`config.mk`:
```
export PLATFORM = sky130hd
export DESIGN_NAME = wsacc_top
export DESIGN_NICKNAME = d
export VERILOG_FILES = /design/src/rtl/wsacc_pkg.sv /design/src/rtl/wsacc_satadd.sv /design/src/rtl/wsacc_narrow.sv /design/src/rtl/wsacc_ctrl.sv /design/src/rtl/wsacc_top.sv
export SDC_FILE = /design/constraint.sdc
export NUM_CORES = 1
export LEC_CHECK = 0
export BUFFER_PORTS_ARGS = -buffer_cell sky130_fd_sc_hd__clkbuf_2
export CAP_MARGIN = 0
export CORE_MARGIN = 3
export CORE_UTILIZATION = 50
export DETAILED_ROUTE_END_ITERATION = 16
export PLACE_DENSITY_LB_ADDON = 0.08
export SYNTH_ARGS = -nofsm -noshare
export SYNTH_HDL_FRONTEND = slang
export SYNTH_HIERARCHICAL = 1
export SYNTH_SLANG_ARGS = --single-unit
```
`constraint.sdc`:
```
create_clock -name clk -period 3.8 [get_ports clk]
set_clock_uncertainty 0.05 [all_clocks]
set_input_delay 0 -clock clk [delete_from_list [all_inputs] [get_ports clk]]
set_output_delay 0 -clock clk [all_outputs]
set_load 0.02 [all_outputs]
```
`src/rtl/wsacc_pkg.sv`:
```
// Package: wsacc_pkg
// Shared types for the wrap-then-saturate accumulator.
// Assumes nothing beyond standard two's complement operands.
package wsacc_pkg;

    // Accumulation mode, sampled at start of a run
    typedef enum logic {
        ACC_WRAP     = 1'b0,   // wrap inside, clamp once at store
        ACC_SAT_EACH = 1'b1    // clamp every partial sum
    } acc_mode_e;

endpackage

```
`src/rtl/wsacc_satadd.sv`:
```
// Module: wsacc_satadd
// Adds two signed W-bit values. It detects overflow with the sign rule:
// the operands share a sign and the raw sum has the other sign.
// With SATURATE=1 the sum is replaced by the limit of the operand sign
// when overflow occurs; with SATURATE=0 the raw wrapped sum is passed.
// Assumes both inputs are already W-bit two's complement values.
module wsacc_satadd #(
    parameter int W        = 8,
    parameter bit SATURATE = 1'b1
) (
    input  logic         clk,
    input  logic         rst_n,
    input  logic [W-1:0] a_i,
    input  logic [W-1:0] b_i,
    output logic [W-1:0] sum_o,
    output logic         ovf_o
);
    localparam logic [W-1:0] POS_LIM = {1'b0, {(W-1){1'b1}}};
    localparam logic [W-1:0] NEG_LIM = {1'b1, {(W-1){1'b0}}};

    logic [W-1:0] raw_sum;

    // Raw modulo-2^W sum and sign-rule overflow detection
    always_comb begin
        raw_sum = a_i + b_i;
        ovf_o   = (a_i[W-1] == b_i[W-1]) && (raw_sum[W-1] != a_i[W-1]);
    end

    generate
        if (SATURATE) begin : g_sat
            // Replace an overflowed sum by the limit of the operands' sign
            always_comb begin
                if (ovf_o) sum_o = a_i[W-1] ? NEG_LIM : POS_LIM;
                else       sum_o = raw_sum;
            end
        end else begin : g_wrap
            // Pass the wrapped sum unchanged
            always_comb sum_o = raw_sum;
        end
    endgenerate

    // mixed-sign operands never overflow
    p_no_overflow_r3: assert property (@(posedge clk) disable iff (!rst_n)
        (a_i[W-1] != b_i[W-1]) |-> !ovf_o);

    // positive overflow saturates to 0 followed by ones
    p_pos_limit_r5: assert property (@(posedge clk) disable iff (!rst_n)
        (SATURATE && ovf_o && !a_i[W-1]) |-> (sum_o == POS_LIM));

    // negative overflow saturates to 1 followed by zeros
    p_neg_limit_r6: assert property (@(posedge clk) disable iff (!rst_n)
        (SATURATE && ovf_o && a_i[W-1]) |-> (sum_o == NEG_LIM));

endmodule

```
`src/rtl/wsacc_narrow.sv`:
```
// Module: wsacc_narrow
// Clamps a signed IN_W-bit value to the signed OUT_W-bit range and
// reports when clamping changed the value. When the widths are equal
// the value passes straight through and is never outside.
// Assumes IN_W >= OUT_W >= 2.
module wsacc_narrow #(
    parameter int IN_W  = 10,
    parameter int OUT_W = 8
) (
    input  logic [IN_W-1:0]  wide_i,
    output logic [OUT_W-1:0] narrow_o,
    output logic             outside_o
);
    localparam int EXTRA = IN_W - OUT_W;
    localparam logic [OUT_W-1:0] POS_LIM = {1'b0, {(OUT_W-1){1'b1}}};
    localparam logic [OUT_W-1:0] NEG_LIM = {1'b1, {(OUT_W-1){1'b0}}};

    generate
        if (EXTRA == 0) begin : g_same
            // No guard bits: nothing to clamp
            always_comb begin
                narrow_o  = wide_i;
                outside_o = 1'b0;
            end
        end else begin : g_clamp
            logic [EXTRA:0] top_bits;
            // Value fits when all bits from the narrow sign up are equal
            always_comb begin
                top_bits  = wide_i[IN_W-1:OUT_W-1];
                outside_o = !((&top_bits) || !(|top_bits));
                if (!outside_o)         narrow_o = wide_i[OUT_W-1:0];
                else if (wide_i[IN_W-1]) narrow_o = NEG_LIM;
                else                    narrow_o = POS_LIM;
            end
        end
    endgenerate

endmodule

```
`src/rtl/wsacc_ctrl.sv`:
```
// Module: wsacc_ctrl
// Run sequencing: opens a run on start, accepts operands while the run
// is open (including the start cycle), closes it on the last operand,
// and requests a store in the following cycle. A new start cancels a
// pending store.
// Assumes start_i is a single-cycle pulse from the user.
module wsacc_ctrl (
    input  logic clk,
    input  logic rst_n,
    input  logic start_i,
    input  logic valid_i,
    input  logic last_i,
    output logic take_o,
    output logic store_o
);
    logic open_q;
    logic pend_q;

    // An operand is taken in the start cycle or while the run is open
    always_comb begin
        take_o  = valid_i && (start_i || open_q);
        store_o = pend_q && !start_i;
    end

    // Track whether a run is open and whether a store is pending
    always_ff @(posedge clk) begin
        if (!rst_n) begin
            open_q <= 1'b0;
            pend_q <= 1'b0;
        end else begin
            if (take_o && last_i) open_q <= 1'b0;
            else if (start_i)     open_q <= 1'b1;
            pend_q <= take_o && last_i;
        end
    end

    // a store follows an accepted last operand by one cycle
    p_store_after_last_r8: assert property (@(posedge clk) disable iff (!rst_n)
        store_o |-> $past(take_o && last_i));

    // with no run open and no start, nothing is taken
    p_idle_ignored_r10: assert property (@(posedge clk) disable iff (!rst_n)
        (!open_q && !start_i) |-> !take_o);

endmodule

```
`src/rtl/wsacc_top.sv`:
```
// Module: wsacc_top
// Signed fixed-point accumulator. In wrap mode the sum register is
// DATA_W+GUARD_W bits and wraps freely; the value is clamped to DATA_W
// bits only at store. In per-add mode every partial sum is clamped to
// DATA_W bits. Outputs a held result, a done pulse and a sticky clip.
// Assumes DATA_W >= 2 and GUARD_W >= 0.
module wsacc_top
    import wsacc_pkg::*;
#(
    parameter int DATA_W  = 8,
    parameter int GUARD_W = 2
) (
    input  logic              clk,
    input  logic              rst_n,
    input  logic              start_i,
    input  logic              mode_i,
    input  logic              in_valid_i,
    input  logic [DATA_W-1:0] in_data_i,
    input  logic              in_last_i,
    output logic [DATA_W-1:0] result_o,
    output logic              done_o,
    output logic              clip_o
);
    localparam int ACC_W = DATA_W + GUARD_W;

    acc_mode_e         mode_q, mode_now;
    logic [ACC_W-1:0]  acc_q, acc_d, base_sum, wrap_sum, data_ext;
    logic [DATA_W-1:0] sat_sum, narrow_val;
    logic              sat_ovf, narrow_out, sat_seen_q;
    logic              take, store;

    wsacc_ctrl u_ctrl (
        .clk     (clk),
        .rst_n   (rst_n),
        .start_i (start_i),
        .valid_i (in_valid_i),
        .last_i  (in_last_i),
        .take_o  (take),
        .store_o (store)
    );

    // Base for this cycle's add: zero on start, else the running sum
    always_comb begin
        base_sum = start_i ? '0 : acc_q;
        data_ext = {{GUARD_W{in_data_i[DATA_W-1]}}, in_data_i};
        wrap_sum = base_sum + data_ext;
        mode_now = start_i ? acc_mode_e'(mode_i) : mode_q;
    end

    wsacc_satadd #(.W(DATA_W), .SATURATE(1'b1)) u_satadd (
        .clk   (clk),
        .rst_n (rst_n),
        .a_i   (base_sum[DATA_W-1:0]),
        .b_i   (in_data_i),
        .sum_o (sat_sum),
        .ovf_o (sat_ovf)
    );

    wsacc_narrow #(.IN_W(ACC_W), .OUT_W(DATA_W)) u_narrow (
        .wide_i    (acc_q),
        .narrow_o  (narrow_val),
        .outside_o (narrow_out)
    );

    // Next running sum: per-add clamped or freely wrapped
    always_comb begin
        if (take) begin
            if (mode_now == ACC_SAT_EACH)
                acc_d = {{GUARD_W{sat_sum[DATA_W-1]}}, sat_sum};
            else
                acc_d = wrap_sum;
        end else if (start_i) begin
            acc_d = '0;
        end else begin
            acc_d = acc_q;
        end
    end

    // Running sum, latched mode and per-add saturation memory
    always_ff @(posedge clk) begin
        if (!rst_n) begin
            acc_q      <= '0;
            mode_q     <= ACC_WRAP;
            sat_seen_q <= 1'b0;
        end else begin
            acc_q <= acc_d;
            if (start_i) begin
                mode_q     <= acc_mode_e'(mode_i);
                sat_seen_q <= take && (mode_now == ACC_SAT_EACH) && sat_ovf;
            end else if (take && (mode_q == ACC_SAT_EACH) && sat_ovf) begin
                sat_seen_q <= 1'b1;
            end
        end
    end

    // Store stage: clamp, done pulse and sticky clip flag
    always_ff @(posedge clk) begin
        if (!rst_n) begin
            result_o <= '0;
            done_o   <= 1'b0;
            clip_o   <= 1'b0;
        end else begin
            done_o <= store;
            if (store) begin
                result_o <= narrow_val;
                clip_o   <= narrow_out || sat_seen_q;
            end else if (start_i) begin
                clip_o <= 1'b0;
            end
        end
    end

    // done lasts a single cycle
    p_done_single_r8: assert property (@(posedge clk) disable iff (!rst_n)
        done_o |=> !done_o);

    // result moves only together with done
    p_result_held_r8: assert property (@(posedge clk) disable iff (!rst_n)
        !done_o |-> $stable(result_o));

    // a start leaves the clip flag clear
    p_clip_cleared_r9: assert property (@(posedge clk) disable iff (!rst_n)
        start_i |=> !clip_o);

    // outputs idle in the first cycle after reset
    p_reset_state_r1: assert property (@(posedge clk)
        !rst_n |=> (result_o == '0) && !done_o && !clip_o);

endmodule

```
**Word-level counts from Yosys, hierarchy flattened**

Index checks and enable logic that the tools add are counted.

- $lt $le $gt $ge: 0
- Eq/ne operators: 2
- Reductions and logical operators: 19
- Mux-type cells: 12
- Shift-type cells: 0
- $mul: 0
- Bitwise operators: 1
- Divide/modulo/power cells: 0
- Add/sub/neg operators: 2

Operator list:

| kind | count |
|---|---|
| $mux W8 | 4 |
| $mux W10 | 3 |
| $add A10 B10 Y10 | 1 |
| $add A8 B8 Y8 | 1 |
| $logic_and A1 B1 Y1 | 8 |
| $mux W1 | 5 |
| $reduce_bool A2 Y1 | 2 |
| $logic_not A1 Y1 | 3 |
| $logic_or A1 B1 Y1 | 3 |
| $reduce_and A3 Y1 | 1 |
| $reduce_or A3 Y1 | 1 |
| $reduce_or A2 Y1 | 1 |
| $eq A1 B1 Y1 | 1 |
| $ne A1 B1 Y1 | 1 |
| $not A1 Y1 | 1 |

- Bits in latches: 0
- Input port bits: 14
- Bits in read-only memories: 0
- RAM bits: 0
- Memories: 0
- Flip-flop bits (word level): 24
- Output and inout port bits: 10
- Logic and storage cells: 44

**Depth between registers and ports, before layout**

Gate-level depths: netlist (run 1).

- Depth after elaboration: 7
- Depth in mapped cells: 12
- Depth with buffers taken out: 10

**Hierarchy**

Netlist (run 1), hierarchy kept.

Modules (own cells, without submodules):

| module | times used | sequential area each (um^2) | cells each | area an instance (um^2) |
|---|---|---|---|---|
| wsacc_top | 1 | 440.4 | 157 | 1,312.5 |
| wsacc_satadd | 1 | 0.0 | 58 | 425.4 |
| wsacc_narrow | 1 | 0.0 | 28 | 175.2 |
| wsacc_ctrl | 1 | 40.0 | 7 | 75.1 |

**Worst setup path before layout (run 1)**

No wires, ideal clock.

- Kind: register -> register
- From: reg acc_q[1]
- To: reg sat_seen_q
- Stages on the path, launching flop included: 9
- Period minus slack after synthesis: 2.368 ns
- Path slack: 1.432 ns
- Buffers on the path: 0
- Data arrival time: 2.182 ns
- Setup time: 0.137 ns
- Required time: 3.613 ns
- Path through: dfxtp_1 -> nor2b_1 -> ha_1 -> a211oi_2 -> nor3_2 -> o21ai_1 -> o31ai_1 -> a311oi_1 -> a211oi_1

- Word-level cells in the longest chain between the ends: 6
- Elaborated cells on any way between the ends: 8
- Those cells by class: add/sub: 1; eq/ne: 1; mux: 2; reduce/logical: 4

RTL lines:

| item | RTL line | text |
|---|---|---|
| from (decl) | wsacc_top.sv:27 | `logic [ACC_W-1:0] acc_q, acc_d, base_sum, wrap_sum, data_ext;` |
| from (signal assigned) | wsacc_top.sv:82 | `acc_q <= '0;` |
| from (signal assigned) | wsacc_top.sv:86 | `acc_q <= acc_d;` |
| $mux W10 * | n/a |  |
| net base_sum[1] | wsacc_top.sv:27 |  |
| $add A8 B8 Y8 * | wsacc_satadd.sv:25 | `raw_sum = a_i + b_i;` |
| $ne A1 B1 Y1 * | wsacc_satadd.sv:26 | `ovf_o = (a_i[W-1] == b_i[W-1]) && (raw_sum[W-1] != a_i[W-1]);` |
| $logic_and A1 B1 Y1 * | wsacc_satadd.sv:26 |  |
| net sat_ovf | wsacc_top.sv:29 | `logic sat_ovf, narrow_out, sat_seen_q;` |
| $logic_and A1 B1 Y1, on equally long branches | wsacc_top.sv:89, wsacc_top.sv:90 |  |
| $mux W1 or $reduce_bool A2 Y1 (tied branches) | n/a |  |
| to (signal assigned) | wsacc_top.sv:89 | `sat_seen_q <= take && (mode_now == ACC_SAT_EACH) && sat_ovf;` |
| to (decl) | wsacc_top.sv:29 |  |

The timed path passes the listed nets; every way through them passes the cells marked *.
A chain may end at the register's enable or synchronous reset.

**Worst setup path in the final report (run 1)**

Ends and elaborated chain as after synthesis.

==> results.cfg, run 1 <==
[outcome]
outcome = completed

[layout]
final_common_cell = nor2_1
diodes = 0
final_cells = 315
synthToLayoutAreaGrowth_pct = 9.19
mostFrequentLayoutCells = nor2_1, dfxtp_1, clkbuf_2
drive_gt1_frac = 0.142
fin_nets = 301

[synthesis]
synth_fp_nets = 282
async_reset_ff_frac = 0
synth.distinct_cells = 51
synth_flop_cell = dfxtp_1
synth_fa_ha_area_frac = 0.126
seq_area_frac_synth = 0.242
syn_area_mm2 = 0.00199
ys_ff_latch = 24
synth_top_area_cell = dfxtp_1
synth.top_cell.area_share = 0.242
yosys_warnings = 6
synth_area_leaders = dfxtp_1, ha_1, mux2i_1
yosys.area_share.xor_xnor = 0.0308
synth_mux_area_frac = 0.0667
avgSynthCellArea_um2 = 7.95
synthCells = 250
synth-simple-area-share = 0.224
synth_top_family_by_area = compound AO/OA/AOI/OAI gates
synth_compound_area_frac = 0.266
synth_edf_count = 0

[power_and_ir_drop]
vdd_drop_max_mv = 0.126
power_w = 0.000601
p_per_area_mw_per_mm2 = 277
leakagePower_nw = 0.932

[min_path]
hold_class = primary input to flop
hold_depth = 3

[floorplanning]
die_h_um = 69.1
die_w_um = 69.1
io-pin-count = 24
rows = 22
core_mm2 = 0.00374
initial_core_util = 0.531
die-area_mm2 = 0.00477

[timing]
worst_slack_ns = 1.11
hold_slack_ns = 0.0828
setup_violations = 0
worst_slew_margin_rel = 0.352
final_max_slew_viol_count = 0
period_share = 0.707
rsz0062_at_grt = no
worstMarginPinSlew_ns = 0.945
fmax_mhz = 372
min_period_ns = 2.69
finalHoldViolCount = 0
finalSetupTns_ns = 0

[grt]
grt_usage = 0.188
grt_max_degree = 24
antenna_found_initial = 0
gr-total-overflow = 0
grt_pass1_vias = 1663
grt_pass1_wl_mm = 7.62

[clocking]
hold_buffers = 3
numCtsBuffers = 3
clk_latency_ns = 0.26
cts_sinks = 24
cts_max_level = 1
cts.repair.resized = 0
cts_root_buf = clkbuf_8
path_clk_slew_ns = 0.08
cts_tree = done
cts_buffer_depth = 2
postCtsSetupRepairBufs = 0

[placement]
io_buffers = 23
dp.cells = 309
dpl_worst_slack_ns = 1.13
hpwl_mm = 3.41
routabilityCongestion = 0.849

[detailed_routing]
viasPerCell = 5.72
routed-via-count = 1802
drc_errors = 0
ant_nets = 0
drt_iter0_markers = 122
dr.pass1.iters = 4
wl_mm = 4.41
wl_per_cell_um = 14.0

[setup_path]
cp-end-kind = flop
start_kind = flop
rr_worst_depth = 8
worst_ep_required_time_ns = 3.89
critPathMaxFanout = 8
worstPathArrival_ns = 2.77
worstSetupPathType = flop to flop

[run]
cap_violations = 0
## path summary, 6_finish.rpt
kind | slack, ns | start | end
setup / recovery | 1.11 | acc_q[1]$_SDFF_PN0_ | sat_seen_q$_SDFFE_PN0P_
setup reg to reg | 1.11 | acc_q[1]$_SDFF_PN0_ | sat_seen_q$_SDFFE_PN0P_
hold reg to reg | 0.44 | result_o[0]$_SDFFE_PN0P_ | result_o[0]$_SDFFE_PN0P_
hold / removal | 0.08 | rst_n | acc_q[3]$_SDFF_PN0_
## worst max-delay path: stages, from the launching register on
cell and delay, ns:
dfxtp_1 0.34, nor2b_1 0.42, ha_1 0.34, a211oi_2 0.29, nor3_2 0.12, o21ai_1 0.39, o31ai_1 0.19, a311oi_1 0.33
a211oi_1 0.08
## state kept, by name, summed over array words and instances, names as in the netlist
register and flops:
clip_o 1, done_o 1, acc_q 10, u_ctrl/open_q 1, result_o 8, mode_q 1
sat_seen_q 1, u_ctrl/pend_q 1
## area by class of cell
type	count	area [um2]
clock buffers	3	41.3
fillers	366	1570
inverters	7	26.3
multi-input cells	207	1420
flip-flops and latches	24	480
well taps	48	60.1
repair buffers	26	145
## synthesized netlist by cell type, types with 2 or more instances
| cell | number |
|---|---|
| buf_6 | 2 |
| a211oi_1 | 5 |
| a21boi_1 | 4 |
| a21oi_1 | 13 |
| xor2_1 | 4 |
| o211a_1 | 3 |
| a311oi_1 | 3 |
| nand2_1 | 17 |
| nor2_1 | 28 |
| mux2i_1 | 11 |
| nor3_1 | 4 |
| o21ai_1 | 5 |
| nor2b_1 | 12 |
| a21boi_2 | 2 |
| dfxtp_1 | 24 |
| or3b_2 | 2 |
| buf_2 | 3 |
| a21o_1 | 5 |
| clkbuf_1 | 7 |
| fa_1 | 2 |
| xnor2_1 | 3 |
| nor4_1 | 2 |
| nand3_1 | 6 |
| a31oi_1 | 6 |
| inv_1 | 6 |
| ha_1 | 16 |
| o21ai_0 | 19 |
| nor3_2 | 2 |
| or4_1 | 2 |
| and3_1 | 3 |
| o22ai_1 | 8 |
| nor3b_1 | 2 |
## per-stage QoR
stage,util,cell area [um2]
4_1_cts,0.580,2170
3_5_place_dp,0.561,2100
5_1_grt,0.580,2170
3_3_place_gp,0.561,2100
2_1_floorplan,-,1990
6_report,0.580,2170
## per-layer routing
layer	GRT usage	vias up	part of all wire
met5	0	-	0
met4	0.0586	0	0.013
met3	0.0146	5	0.021
met2	0.304	25	0.46
met1	0.264	819	0.51
li1	-	953	-
## cell families (layout without fill, tap and decap cells)
| logic type | after synthesis | count (layout) |
|---|---|---|
| muxes | 13 | 13 |
| xor gates and xnor gates | 7 | 7 |
| adders and majority gates | 19 | 19 |
| AOI/OAI and AO/OA | 81 | 81 |
| and+or+nand+nor | 87 | 87 |
| DFF | 24 | 24 |
| buffers and inverters | 19 | 36 |
## where the power goes
part	total [W]	switching (W)	internal (W)
registers	0.000277	0.0000138	0.000263
clock network	0.000144	0.0000731	0.0000708
logic	0.000181	0.000102	0.0000783
Note: power is estimated with default switching activity, not from simulation.
==> run 2: changes to the inputs <==
Clock period 3.8 ns to 2.3 ns, I/O delays scaled along.
==> run 2 against run 1 <==
  * Via count increased by 7.3%
  * Flip-flop and latch count unchanged
  * Wire length is 12% higher
  * Cell count grew 9.5%
  * Critical path type unchanged
==> results.cfg, run 2 (synthesis gave the netlist of run 1 again) <==
[timing]
finalSetupTns_ns = 0
fmax_mhz = 453
worst_slew_margin_rel = 0.663
setup_violations = 0
finalHoldViolCount = 0
final_max_slew_viol_count = 0
worstMarginPinSlew_ns = 0.506
min_period_ns = 2.21
period_share = 0.960

[floorplanning]
io-pin-count = 24
initial_core_util = 0.531
die_h_um = 69.1
die-area_mm2 = 0.00477
rows = 22
die_w_um = 69.1
core_mm2 = 0.00374

[setup_path]
crit_family = adder cells
worst_ep_required_time_ns = 2.45
slowest_stage = fa_2
worstReg2RegEnd = acc_q[6]$_SDFF_PN0_
worstSetupPathType = flop to flop
critPathCapture = acc_q[6]$_SDFF_PN0_
r2r-start = acc_q[0]$_SDFF_PN0_
start_kind = flop
crit_cells = 9
cp-end-kind = flop
critPathLaunch = acc_q[0]$_SDFF_PN0_
worstPathArrival_ns = 2.36
cp_num_buf_inv = 1
rr_worst_depth = 9
r2r_setup_slack_ns = 0.09
cp_cell_sequence = nor2b_4 -> buf_4 -> ha_1 -> fa_2 -> a211oi_2 -> nor2_1 -> o21ai_1 -> mux2_1 -> a31oi_1
critPathMaxFanout = 2
slowest_delay_ns = 0.36

[clocking]
cts_buffer_depth = 2
clk_latency_ns = 0.26
numCtsBuffers = 3
path_clk_slew_ns = 0.09
cts_root_buf = clkbuf_8
cts_tree = done
cts_max_level = 1
cts_sinks = 24

[detailed_routing]
ant_nets = 0
drt_iter0_markers = 99
routed-via-count = 1934
viasPerCell = 5.61
wl_mm = 4.93
dr.pass1.iters = 4
wl_per_cell_um = 14.3
drc_errors = 0

[grt]
grt_max_degree = 19
grt_pass1_vias = 1690
grt_usage = 0.199
grt_pass1_wl_mm = 7.98
antenna_found_initial = 0
gr-total-overflow = 0

[layout]
top_register = acc_q
top_regs = acc_q: 10 flops, result_o: 8 flops
nFillCells = 334
diodes = 0
drive_gt1_frac = 0.313
mostFrequentLayoutCells = buf_4, nor2_1, clkbuf_2
fin_nets = 331
final_common_cell = buf_4
synthToLayoutAreaGrowth_pct = 30.0
largest_register_ffs = 10

[power_and_ir_drop]
vdd_drop_max_mv = 0.245
power_w = 0.00109
leakagePower_nw = 1.11
p_per_area_mw_per_mm2 = 421

[run]
cap_violations = 0

[min_path]
hold_depth = 3
hold_class = primary input to flop

[placement]
routabilityCongestion = 0.858
io_buffers = 23
hpwl_mm = 3.71

[outcome]
outcome = completed
## run 2: cell types whose count changed in the layout (fill, tap and decap cells not counted), moves of 3 or more
cell and delta:
ha_4 +7, buf_4 +29, nor2b_1 -7, o21ai_2 +3
ha_1 -7, nor2b_4 +5
## run 2: tightest hold or removal path, delay by kind of cell
family / cells / cell delay, ns
compound gates: 2 / 0.16
buf+inv: 1 / 0.21
## run 2: worst min path at each step
| stage | slack, ns | from | to |
|---|---|---|---|
| final | 0.10 | rst_n | acc_q[3]$_SDFF_PN0_ |
| after global routing | 0.11 | rst_n | u_ctrl/open_q$_SDFFE_PP0P_ |
| after CTS | 0.1 | rst_n | acc_q[3]$_SDFF_PN0_ |
| after detailed placement | 0.20 | in_last_i | u_ctrl/pend_q$_SDFF_PN0_ |
| after global placement | 0.20 | in_last_i | u_ctrl/pend_q$_SDFF_PN0_ |
| after floorplan | 0.09 | start_i | u_ctrl/open_q$_SDFFE_PP0P_ |
## run 2: timing repair
item	in CTS	in global routing
hold buffers	3	0
pin swaps	1	6
setup endpoints to repair	7	11
buffers inserted	0	3
endpoints found under the hold margin	3	0
gates resized for setup	10	26
gates cloned	0	0
## run 2: per-stage QoR
step	instances	hold slack, ns	utilization	area (um2)	worst slack (ns)
floorplan	250	0.0878	-	1990	0.0500
finish	345	0.102	0.690	2580	0.0910
CTS	342	0.0982	0.646	2420	0.0155
detailed placement	336	0.202	0.616	2300	-0.103
global placement	336	0.198	0.616	2300	0.0255
global route	345	0.111	0.690	2580	-0.0209
## run 2: layout make-up
type | instances | area [um2] | share of cell area
multi-input cells | 207 | 1600 | 0.619
inverters | 7 | 26.3 | 0.0102
clock buffers | 3 | 41.3 | 0.0160
flip-flops and latches | 24 | 483 | 0.187
well taps | 48 | 60.1 | 0.0232
repair buffers | 56 | 374 | 0.145
## run 2: power by group
group,internal (W),switching [W]
logic,0.000185,0.000207
registers,0.000435,0.0000108
clock network,0.000117,0.000133
## run 2: routing by layer
layer | track usage | vias up | share of wire
li1 | - | 1013 | -
met1 | 0.283 | 894 | 0.51
met2 | 0.329 | 25 | 0.47
met3 | 0.0175 | 2 | 0.024
met4 | 0.0390 | 0 | 0.0032
met5 | 0 | - | 0
